--- config.mk ---
export PLATFORM = sky130hd
export DESIGN_NAME = rx_tap_tuner
export DESIGN_NICKNAME = d
export VERILOG_FILES = /design/src/rtl/tap_tune_pkg.sv /design/src/rtl/tap_tally.sv /design/src/rtl/tap_centre.sv /design/src/rtl/tap_sweep_fsm.sv /design/src/rtl/rx_tap_tuner.sv
export SDC_FILE = /design/constraint.sdc
export NUM_CORES = 1
export LEC_CHECK = 0
export ABC_CLOCK_PERIOD_IN_PS = 2200
export BUFFER_PORTS_ARGS = -buffer_cell sky130_fd_sc_hd__buf_2
export CAP_MARGIN = 30
export CORE_MARGIN = 10
export CORE_UTILIZATION = 50
export CTS_BUF_LIST = sky130_fd_sc_hd__clkbuf_2 sky130_fd_sc_hd__clkbuf_4 sky130_fd_sc_hd__clkbuf_8
export CTS_CLUSTER_SIZE = 28
export DETAILED_ROUTE_END_ITERATION = 10
export PLACE_DENSITY = 0.76
export SLEW_MARGIN = 20
export SYNTH_ARGS = -nofsm -noshare
export SYNTH_HDL_FRONTEND = slang
export SYNTH_SLANG_ARGS = --single-unit
--- constraint.sdc ---
create_clock -name clk -period 2.2 [get_ports clk]
set_input_delay 0.11 -clock clk [delete_from_list [all_inputs] [get_ports clk]]
set_output_delay 0.11 -clock clk [all_outputs]
set_load 0.02 [all_outputs]
--- src/rtl/tap_tune_pkg.sv ---
package tap_tune_pkg;
  typedef enum logic [2:0] {
    ST_IDLE  = 3'd0,
    ST_APPLY = 3'd1,
    ST_ISSUE = 3'd2,
    ST_WAIT  = 3'd3,
    ST_SOLVE = 3'd4
  } tune_state_e;
endpackage

--- src/rtl/tap_tally.sv ---
module tap_tally #(
  parameter int TAP_W = 5
) (
  input  logic             clk,
  input  logic             rst,
  input  logic             clr_i,
  input  logic             rec_i,
  input  logic             pass_i,
  input  logic [TAP_W-1:0] tap_i,
  output logic [TAP_W:0]   fail_cnt_o,
  output logic [TAP_W-1:0] win_start_o
);
  localparam int NUM_TAPS = 1 << TAP_W;

  logic prev_pass_q;
  logic rise_w;

  assign rise_w = rec_i && pass_i && !prev_pass_q;

  always_ff @(posedge clk) begin
    if (rst || clr_i) begin
      fail_cnt_o  <= '0;
      win_start_o <= '0;
      prev_pass_q <= 1'b1;
    end else if (rec_i) begin
      if (!pass_i) fail_cnt_o <= fail_cnt_o + 1'b1;
      if (rise_w) win_start_o <= tap_i;
      prev_pass_q <= pass_i;
    end
  end


  win_capture_chk: assert property (@(posedge clk) disable iff (rst)
    (rise_w && !clr_i) |=> (win_start_o == $past(tap_i)));


  win_hold_chk: assert property (@(posedge clk) disable iff (rst)
    (rec_i && !pass_i && !clr_i) |=> $stable(win_start_o));


  fail_bound_chk: assert property (@(posedge clk) disable iff (rst)
    fail_cnt_o <= (TAP_W+1)'(NUM_TAPS));
endmodule

--- src/rtl/tap_centre.sv ---
module tap_centre #(
  parameter int TAP_W = 5
) (
  input  logic [TAP_W-1:0] win_start_i,
  input  logic [TAP_W:0]   fail_cnt_i,
  output logic [TAP_W-1:0] centre_o
);
  localparam int NUM_TAPS = 1 << TAP_W;

  function automatic logic [TAP_W-1:0] ring_centre(
    input logic [TAP_W-1:0] start,
    input logic [TAP_W:0]   fails
  );
    logic [TAP_W:0] pass_len;
    logic [TAP_W:0] sum;
    pass_len = (TAP_W+1)'(NUM_TAPS) - fails;
    sum      = {1'b0, start} + (pass_len >> 1);
    return sum[TAP_W-1:0];
  endfunction

  assign centre_o = ring_centre(win_start_i, fail_cnt_i);
endmodule

--- src/rtl/tap_sweep_fsm.sv ---
module tap_sweep_fsm
  import tap_tune_pkg::*;
#(
  parameter int TAP_W = 5
) (
  input  logic             clk,
  input  logic             rst,
  input  logic             start_i,
  input  logic             rsp_done_i,
  input  logic [TAP_W-1:0] centre_i,
  output logic             clr_o,
  output logic             take_o,
  output logic             solve_o,
  output logic             req_o,
  output logic             busy_o,
  output logic             done_o,
  output logic             dly_en_o,
  output logic [TAP_W-1:0] tap_o
);
  localparam logic [TAP_W-1:0] LAST_TAP = '1;

  tune_state_e state_q;

  assign clr_o   = (state_q == ST_IDLE) && start_i;
  assign take_o  = (state_q == ST_WAIT) && rsp_done_i;
  assign solve_o = (state_q == ST_SOLVE);
  assign req_o   = (state_q == ST_ISSUE);
  assign busy_o  = (state_q != ST_IDLE);

  always_ff @(posedge clk) begin
    if (rst) begin
      state_q  <= ST_IDLE;
      tap_o    <= '0;
      dly_en_o <= 1'b0;
      done_o   <= 1'b0;
    end else begin
      done_o <= 1'b0;
      case (state_q)
        ST_IDLE: if (start_i) begin
          dly_en_o <= 1'b1;
          tap_o    <= '0;
          state_q  <= ST_APPLY;
        end
        ST_APPLY: state_q <= ST_ISSUE;
        ST_ISSUE: state_q <= ST_WAIT;
        ST_WAIT: if (rsp_done_i) begin
          if (tap_o == LAST_TAP) begin
            state_q <= ST_SOLVE;
          end else begin
            tap_o   <= tap_o + 1'b1;
            state_q <= ST_APPLY;
          end
        end
        ST_SOLVE: begin
          tap_o   <= centre_i;
          done_o  <= 1'b1;
          state_q <= ST_IDLE;
        end
        default: state_q <= ST_IDLE;
      endcase
    end
  end


  start_arm_chk: assert property (@(posedge clk) disable iff (rst)
    (!busy_o && start_i) |=> (busy_o && dly_en_o && tap_o == '0));


  tap_settled_chk: assert property (@(posedge clk) disable iff (rst)
    req_o |-> $stable(tap_o));


  req_pulse_chk: assert property (@(posedge clk) disable iff (rst)
    req_o |=> !req_o);


  done_idle_chk: assert property (@(posedge clk) disable iff (rst)
    done_o |-> (!busy_o && $past(busy_o) && dly_en_o));


  restart_ignored_chk: assert property (@(posedge clk) disable iff (rst)
    (busy_o && start_i) |=> (busy_o || done_o));
endmodule

--- src/rtl/rx_tap_tuner.sv ---
module rx_tap_tuner #(
  parameter int TAP_W = 5
) (
  input  logic             clk,
  input  logic             rst,
  input  logic             start_i,
  input  logic             rsp_done_i,
  input  logic             rsp_pass_i,
  output logic             busy_o,
  output logic             done_o,
  output logic             req_o,
  output logic             dly_en_o,
  output logic [TAP_W-1:0] tap_o
);
  logic             sweep_clr_w;
  logic             verdict_take_w;
  logic             solve_w;
  logic [TAP_W:0]   fail_cnt_w;
  logic [TAP_W-1:0] win_start_w;
  logic [TAP_W-1:0] centre_w;

  tap_sweep_fsm #(.TAP_W(TAP_W)) u_fsm (
    .clk        (clk),
    .rst        (rst),
    .start_i    (start_i),
    .rsp_done_i (rsp_done_i),
    .centre_i   (centre_w),
    .clr_o      (sweep_clr_w),
    .take_o     (verdict_take_w),
    .solve_o    (solve_w),
    .req_o      (req_o),
    .busy_o     (busy_o),
    .done_o     (done_o),
    .dly_en_o   (dly_en_o),
    .tap_o      (tap_o)
  );

  tap_tally #(.TAP_W(TAP_W)) u_tally (
    .clk         (clk),
    .rst         (rst),
    .clr_i       (sweep_clr_w),
    .rec_i       (verdict_take_w),
    .pass_i      (rsp_pass_i),
    .tap_i       (tap_o),
    .fail_cnt_o  (fail_cnt_w),
    .win_start_o (win_start_w)
  );

  tap_centre #(.TAP_W(TAP_W)) u_centre (
    .win_start_i (win_start_w),
    .fail_cnt_i  (fail_cnt_w),
    .centre_o    (centre_w)
  );


  result_load_chk: assert property (@(posedge clk) disable iff (rst)
    solve_w |=> (done_o && tap_o == $past(centre_w)));


  take_only_waiting_chk: assert property (@(posedge clk) disable iff (rst)
    verdict_take_w |-> (busy_o && !req_o));
endmodule

### After elaboration in Yosys (flattened, before gate mapping)

Cells that the tools add are included.

* input port bits: 5
* flip-flop bits (word level): 22

* add/subtract/negate cells: 4
* muxes and demuxes: 9
* bitwise gates (word level): 1
* equality and inequality tests: 8
* reduce and logical (&&, ||, !) cells: 14

Operators by type and width (number)
* 5-bit 2-to-1 mux: 3
* 5-bit case mux with 3 select lines: 1
* 3-bit case mux with 4 select lines: 1
* 3-bit 2-to-1 mux: 3
* 2-bit AND reduction: 4
* 6-bit by 1-bit adder with 6-bit output (second input constant): 1
* 3-bit by 2-bit equality test with 1-bit output (second input constant): 2
* 2-bit inequality test (second input constant): 3
* 3-bit nonzero test: 2
* 6-bit subtractor (first input constant): 1
* 5-bit by 1-bit adder with 5-bit output (second input constant): 1
* 5-bit adder: 1
* 5-bit equality test (second input constant): 1
* 1-bit logical AND: 4
* 4-bit AND reduction: 1
* 3-bit by 1-bit equality test with 1-bit output (second input constant): 1
* 3-bit equality test (second input constant): 1
* 3-bit zero test: 1
* 1-bit zero test: 1
* 1-bit logical OR: 1
* 1-bit 2-to-1 mux: 1
* 1-bit inverter: 1

### Logic depth before layout (Yosys ltp)

Gate-level depths: netlist of run 1.

* depth after elaboration: 5
* depth in mapped cells: 10

### Hierarchy

Synthesis of run 1 repeated with hierarchy kept, for this count alone.

* cell total of the unflattened synthesis: 146
* area total of the unflattened synthesis: 1310.0 µm²

By module, submodules not included
* tap_sweep_fsm: area an instance 588.1 µm², cells an instance 65, instances 1
* tap_tally: area an instance 479.2 µm², cells an instance 50, instances 1
* tap_centre: area an instance 242.7 µm², cells an instance 31, instances 1

### Worst setup path before layout of run 1

OpenSTA, ideal clock, no wires.

* path kind: register to register
* from: reg u_tally.fail_cnt_o[0]
* to: reg u_fsm.tap_o[4]
* path buffers: 0
* path slack: 0.142 ns
* stages on the path, launching flop included: 11
* setup time: 0.145 ns
* data required time: 2.055 ns
* clock period less this slack: 2.058 ns
* data arrival time: 1.913 ns
* cell sequence: dfxtp_1 > inv_1 > ha_1 > xnor2_1 > inv_1 > fa_1 > nor2b_1 > o21ai_0 > and3_1 > mux2i_1 > a311oi_1

* cells in the longest elaborated chain, start to end: 3

Ends and longest elaborated chain
* start: declaration: RTL line tap_tally.sv:10 `output logic [TAP_W:0] fail_cnt_o,`
* start signal: assignment: RTL line tap_tally.sv:26 `if (!pass_i) fail_cnt_o <= fail_cnt_o + 1'b1;`
* 6-bit subtractor: RTL line tap_centre.sv:16 `pass_len = (TAP_W+1)'(NUM_TAPS) - fails;`
* 5-bit adder: RTL line tap_centre.sv:17 `sum = {1'b0, start} + (pass_len >> 1);`
* 5-bit case mux with 3 select lines: RTL line tap_sweep_fsm.sv:38 `case (state_q)`
* end signal: assignment: RTL line tap_sweep_fsm.sv:50 `tap_o <= tap_o + 1'b1;`
* end signal: assignment: RTL line tap_sweep_fsm.sv:55 `tap_o <= centre_i;`
* end: declaration: RTL line tap_sweep_fsm.sv:18 `output logic [TAP_W-1:0] tap_o`

No other way between the ends.
A chain may end at the register's enable or synchronous reset.

### Worst setup path in the final report of run 1

Same ends and word-level chain as after synthesis.

==> results.sh, run 1 <==
export IMPL_outcome="finished, final reports clean"
export IMPL_wirelength_um=2450
export IMPL_first_global_vias=923
export IMPL_yosys_area_share_simple=0.245
export IMPL_critical_path_startpoint="u_tally.fail_cnt_o[0]$_SDFFE_PP0P_"
export IMPL_design_core_area_mm2=0.00245
export IMPL_clk_pin_slew_worst_paths_ps=120
export IMPL_ys_async_sr_fraction=0
export IMPL_worstSetupStartpointType="flip-flop"
export IMPL_seq_area_frac_synth=0.347
export IMPL_power_internal_mw=0.543
export IMPL_synth_top_family_by_area="simple AND/OR/NAND/NOR gates"
export IMPL_setup_viol=0
export IMPL_fin_worst_skew_ps=3.05
export IMPL_synth_adder_area_share=0.0948
export IMPL_clock_sinks=22
export IMPL_clk_path_buf_depth=2
export IMPL_synth_most_common_cell="dfxtp_1"
export IMPL_grt_pass1_wl_um=4130
export IMPL_critical_path_max_stage_delay_ps=340
export IMPL_synth_area_top_cells="dfxtp_1, ha_1, xor2_1, mux2i_1, nor2_1"
export IMPL_p_comb_frac=0.123
export IMPL_required_ps=2430
export IMPL_muxShareOfSynthArea=0.0474
export IMPL_met1_usage=0.105
export IMPL_ys_flop_type="dfxtp_1"
export IMPL_htreeDepth=1
export IMPL_dpl_cell_area_mm2=0.00134
export IMPL_synth_compound_area_frac=0.125
export IMPL_yosysWarnings=0
export IMPL_dr_total_vias=975
export IMPL_reg2reg_from="u_tally.fail_cnt_o[0]$_SDFFE_PP0P_"
export IMPL_grt_overflow_total=0
export IMPL_grt_max_degree=13
export IMPL_fmax_mhz=490
export IMPL_end_kind="flip-flop"
export IMPL_dieHeight_um=70.4
export IMPL_power_density_mw_per_mm2=529
export IMPL_avgSynthCellArea_um2=9.18
export IMPL_drt_iter0_drc=121
export IMPL_die_width_um=70.4
export IMPL_grtUsageMet3=0.0282
export IMPL_synth_common_cells="dfxtp_1, nor2_1, inv_1"
export IMPL_cts_tree="done"
export IMPL_min_from="start_i"
export IMPL_finalCritPeriodShare=0.928
export IMPL_synth_edff_count=0
export IMPL_regArea_um2=445
export IMPL_finalCriticalPeriod_ps=2040
export IMPL_start_util=0.516
export IMPL_drive_gt1_frac=0.232
export IMPL_ctsHoldBuffers=0
export IMPL_pwr_share_seq=0.576
export IMPL_num_rows=18
export IMPL_hp_class="in2reg"
export IMPL_synth_fp_nets=152
export IMPL_gp_congestion=0.839
export IMPL_grt_usage=0.0991
export IMPL_maxCapViolations=0
export IMPL_vdd_drop_max_mv=0.322
export IMPL_cts_made_buffers=3
export IMPL_synth_top_area_frac=0.347
export IMPL_ios=14
export IMPL_synth_cell_types=38
export IMPL_dp_hpwl_um=1870
export IMPL_clock_root_buffer="clkbuf_4"
export IMPL_rsz0062_at_grt="no"
export IMPL_netlist_area_mm2=0.00127
export IMPL_grt_busiest_layer="met2"
export IMPL_path_cells="buf_4 > nor3_2 > xnor2_1 > ha_1 > nor2b_2 > o21ai_1 > and3_1 > mux2i_1 > a311oi_1"
export IMPL_finalMaxSlewViolations=0
export IMPL_relSlewSlack=0.696
export IMPL_synth_xor_area_frac=0.0829
export IMPL_path_max_fanout=4
export IMPL_ant_nets=0
export IMPL_arrival_ps=2270
export IMPL_syn2layout_area_growth_pct=10.7
export IMPL_nFillCells=240
export IMPL_via_per_inst=5.39
export IMPL_design_area_mm2=0.00140
export IMPL_crit_family="simple AND/OR/NAND/NOR gates"
export IMPL_p_sw_frac=0.269
export IMPL_num_antenna_cells=0
export IMPL_yosysTopAreaCell="dfxtp_1"
export IMPL_port_buffers=13
export IMPL_cpMaxStageDelayCell="dfxtp_2"
export IMPL_hold_viol_final=0
export IMPL_ys_ff_latch=22
export IMPL_crit_buf_inv=1
export IMPL_clock_latency_ps=310
export IMPL_drtPass1Iterations=4
export IMPL_antenna_found_initial=0
export IMPL_crit_type="reg2reg"
export IMPL_grt_use_met2=0.173
export IMPL_drc=0
export IMPL_worst_pin_slew_ps=455
export IMPL_p_leak_nw=0.612
export IMPL_route_detailed_wl_per_inst_um=13.5
export IMPL_synthCells=138
export IMPL_total_power_mw=0.742
export IMPL_reg2reg_slack_ps=160
export IMPL_clock_power_share=0.301
export IMPL_multi_input_area_um2=769
export IMPL_die_area_mm2=0.00495
export IMPL_layout_nets=166
export IMPL_switchingPower_mw=0.199
## worst register-to-register path: cells and delay by family (launching register included)
family	cells	cell delay [ps]
adders and majority gates	1	340
and+or+nand+nor	3	580
DFF	1	340
AOI/OAI and AO/OA	2	390
xor gates and xnor gates	1	100
buffers and inverters	1	140
muxes	1	70
## state kept, by name, indices dropped and copies added, names as in the netlist
name                 count
u_fsm.dly_en_o           1
u_fsm.done_o             1
u_fsm.state_q            3
u_fsm.tap_o              5
u_tally.fail_cnt_o       6
u_tally.prev_pass_q      1
u_tally.win_start_o      5
## kinds of logic after synthesis
| logic type | Yosys count |
|---|---|
| flops | 22 |
| mux | 6 |
| fa+ha+maj | 9 |
| buf+inv | 15 |
| xor+xnor | 12 |
| simple gates | 52 |
| compound gates | 22 |
## final cells by class
cell class / instances / share of cell area
inverter: 9 / 0.0241
sequential: 22 / 0.318
multi-input combinational: 101 / 0.549
clock buffer: 4 / 0.0259
timing repair buffer: 15 / 0.0571
tap: 30 / 0.0268
## power by group through the flow
stage               Sequential, mW  Clock (mW)  Combinational, mW
floorplan                    0.434           0             0.0687
global placement             0.437           0             0.0890
detailed placement           0.438           0             0.0915
CTS                          0.429       0.236             0.0914
global route                 0.430       0.251              0.101
finish                       0.427       0.224             0.0912
## worst paths after layout
path                                  to  cells past startpoint
max          u_fsm.tap_o[4]$_SDFFE_PP0P_                      9
min          u_fsm.dly_en_o$_SDFFE_PP0P_                      3
max reg2reg  u_fsm.tap_o[4]$_SDFFE_PP0P_                      9
min reg2reg  u_fsm.dly_en_o$_SDFFE_PP0P_                      2
## cell usage in the layout (no fill, tap or decap), types with 2 or more instances in the layout
cell	n
nor2_2	5
and3_1	5
nand4_1	2
buf_4	2
mux2i_1	6
nor3b_1	3
nand2_1	7
ha_1	7
buf_2	13
o21ai_0	5
a21oi_1	6
xor2_1	7
nor2b_1	2
xnor2_1	4
inv_1	9
nor2_1	16
a21o_1	2
nor3_1	2
a22oi_1	2
dfxtp_1	20
clkbuf_4	3
## per-stage QoR
step           worst slack, ps  utilization  std cells  TNS (ps)  hold WS, ps
6_report                   158        0.571        181         0         70.4
5_1_grt                   2.10        0.571        181         0         80.6
4_1_cts                   27.1        0.561        180         0         58.1
3_5_place_dp             -16.6        0.545        176     -16.6          393
3_3_place_gp               102        0.545        176         0          382
2_1_floorplan              142            -        138         0          251
## metal layers
metal  vias up  share of wire
met2        11           0.52
met3         6          0.030
met1       463           0.42
li1        495              -
met4         0          0.022
met5         -              0
## what timing repair did
item                                    in CTS  in global routing
gates resized for setup                      1                  7
cloned                                       0                  0
endpoints found under the setup margin       1                  1
pin swaps                                    0                  3
endpoints found under the hold margin        0                  0
setup buffers                                0                  1
Power figures use the tool's default switching activity.
==> inputs of run 2 (changes only) <==
ABC_AREA = 1   (was unset)
==> run 2 against run 1 <==
Count of clock-buffer cells in the layout shrank 1. Sequential share of layout area shrank 1.8 points. Largest power group unchanged. Maximum frequency shrank 1.0%. Highest routed layer unchanged. Final area grew 5.4%.
==> results.sh, run 2 <==
export IMPL_worstSetupStartpointType="flip-flop"
export IMPL_total_power_mw=1.13
export IMPL_synth_adder_area_share=0.0914
export IMPL_die_area_mm2=0.00508
export IMPL_fin_tns_setup_ps=0
export IMPL_first_global_vias=1181
export IMPL_pre_cts_ws_ps=106
export IMPL_netlist_area_mm2=0.00131
export IMPL_largest_reg_flops=6
export IMPL_cts_made_buffers=3
export IMPL_via_per_inst=5.16
export IMPL_ys_async_sr_fraction=0
export IMPL_finalCritPeriodShare=0.938
export IMPL_syn2layout_area_growth_pct=12.6
export IMPL_required_ps=2450
export IMPL_cts_tree="done"
export IMPL_outcome="finished, final reports clean"
export IMPL_p_sw_frac=0.356
export IMPL_ys_ff_latch=22
export IMPL_yosys_area_share_simple=0.305
export IMPL_drtPass1Iterations=4
export IMPL_worst_pin_slew_ps=314
export IMPL_synth_cell_types=22
export IMPL_dieHeight_um=71.3
export IMPL_gp_congestion=0.831
export IMPL_port_buffers=13
export IMPL_regMostFlops="u_tally.fail_cnt_o"
export IMPL_drc=0
export IMPL_setup_viol=0
export IMPL_hold_viol_final=0
export IMPL_num_antenna_cells=0
export IMPL_layout_nets=225
export IMPL_synth_edff_count=0
export IMPL_dp_hpwl_um=2340
export IMPL_rsz0062_at_grt="no"
export IMPL_clock_sinks=22
export IMPL_clock_power_share=0.275
export IMPL_holdWs_ps=27.3
export IMPL_relSlewSlack=0.790
export IMPL_die_width_um=71.3
export IMPL_ys_flop_type="dfxtp_1"
export IMPL_maxCapViolations=0
export IMPL_vdd_drop_max_mv=0.608
export IMPL_synth_fp_nets=207
export IMPL_synth_top_family_by_area="simple AND/OR/NAND/NOR gates"
export IMPL_synth_common_cells="inv_1, nand2_1, nor2_1"
export IMPL_most_common_layout_cells="inv_1, nand2_1, nor2_1, dfxtp_1, a21oi_1"
export IMPL_regArea_um2=443
export IMPL_yosysWarnings=0
export IMPL_drt_iter0_drc=74
export IMPL_antenna_found_initial=0
export IMPL_synth_xor_area_frac=0.0267
export IMPL_seq_area_frac_synth=0.335
export IMPL_clk_pin_slew_worst_paths_ps=130
export IMPL_nFillCells=238
export IMPL_ios=14
export IMPL_fin_worst_skew_ps=4.16
export IMPL_htreeDepth=1
export IMPL_route_detailed_wl_per_inst_um=12.3
export IMPL_avgSynthCellArea_um2=6.81
export IMPL_fmax_mhz=485
export IMPL_crit_type="reg2reg"
export IMPL_clk_path_buf_depth=2
export IMPL_grt_pass1_wl_um=5040
export IMPL_path_max_fanout=4
export IMPL_p_leak_nw=0.698
export IMPL_finalCriticalPeriod_ps=2060
export IMPL_synthCells=193
export IMPL_grt_max_degree=14
export IMPL_clock_latency_ps=300
export IMPL_hp_class="in2reg"
export IMPL_arrival_ps=2310
export IMPL_ctsHoldBuffers=0
export IMPL_switchingPower_mw=0.402
export IMPL_power_density_mw_per_mm2=765
export IMPL_wirelength_um=2960
export IMPL_reg_largest_list="u_tally.fail_cnt_o: 6 flops, u_fsm.tap_o: 5 flops, u_tally.win_start_o: 5 flops"
export IMPL_clock_root_buffer="clkbuf_4"
export IMPL_ant_nets=0
export IMPL_power_internal_mw=0.729
export IMPL_p_comb_frac=0.291
export IMPL_grt_usage=0.115
export IMPL_postCtsSetupRepairBufs=0
export IMPL_synth_area_top_cells="dfxtp_1, inv_1, nand2_1, ha_1, nor2_1"
export IMPL_synth_compound_area_frac=0.142
export IMPL_fin_util=0.592
export IMPL_yosysTopAreaCell="dfxtp_1"
export IMPL_end_kind="flip-flop"
export IMPL_num_rows=18
export IMPL_grt_overflow_total=0
export IMPL_multi_input_area_um2=749
export IMPL_pwr_share_seq=0.434
export IMPL_finalMaxSlewViolations=0
export IMPL_muxShareOfSynthArea=0
export IMPL_start_util=0.526
export IMPL_drive_gt1_frac=0.143
export IMPL_synth_top_area_frac=0.335
export IMPL_design_core_area_mm2=0.00250
export IMPL_dr_total_vias=1238
export IMPL_timing_final_ws_setup_ps=137
-- run 2: cell families after synthesis --
family / count (synthesis)
adder cells (fa/ha/maj): 9
flip-flops: 22
XOR/XNOR: 4
buffers and inverters: 35
AND/OR/NAND/NOR: 86
AO/OA/AOI/OAI: 37
-- run 2: area by class of cell --
class	instances	share of cell area
Inverter	35	0.0888
Timing Repair Buffer	13	0.0440
Multi-Input combinational cell	136	0.507
Clock inverter	1	0.0203
Sequential cell	22	0.299
Tap cell	30	0.0254
Clock buffer	3	0.0152
-- run 2: stage by stage --
stage	area (um2)	instances
after detailed placement	1420	236
after global routing	1480	240
final	1480	240
after global placement	1420	236
after floorplan	1310	193
after CTS	1470	240
-- run 2: worst paths after layout --
path,slack (ps),end,cells past startpoint,startpoint
setup / recovery,140,u_fsm.tap_o[2]$_SDFFE_PP0P_,9,u_tally.fail_cnt_o[0]$_SDFFE_PP0P_
hold / removal,30,u_fsm.dly_en_o$_SDFFE_PP0P_,2,rst
setup reg to reg,140,u_fsm.tap_o[2]$_SDFFE_PP0P_,9,u_tally.fail_cnt_o[0]$_SDFFE_PP0P_
hold reg to reg,460,u_fsm.dly_en_o$_SDFFE_PP0P_,2,u_fsm.dly_en_o$_SDFFE_PP0P_
-- run 2: worst max-delay path, cell delays in order (launching register included) --
cell and delay (ps):
dfxtp_2 380, inv_1 80, ha_1 250, xnor2_2 190, inv_1 100, fa_1 470
xor2_1 170, o22ai_1 190, nor2_1 60, nor2_1 120
-- run 2: routing by layer --
layer / GRT usage / routed length, um / vias up
met5: 0 / 0 / -
met4: 0.0258 / 21 / 0
met3: 0.0207 / 110 / 4
met2: 0.209 / 1480 / 23
met1: 0.135 / 1360 / 567
li1: - / - / 644
-- run 2: what timing repair did --
action | 4_1_cts | 5_1_grt
endpoints found under the hold margin | 0 | 0
resized for setup | 0 | 3
endpoints found under the setup margin | 0 | 3
-- run 2: power groups by stage --
| stage | Clock [mW] | Sequential, mW | Combinational (mW) |
|---|---|---|---|
| 2_1_floorplan | 0 | 0.523 | 0.201 |
| 3_3_place_gp | 0 | 0.496 | 0.322 |
| 3_5_place_dp | 0 | 0.498 | 0.330 |
| 4_1_cts | 0.319 | 0.489 | 0.332 |
| 5_1_grt | 0.338 | 0.497 | 0.374 |
| 6_report | 0.311 | 0.492 | 0.329 |
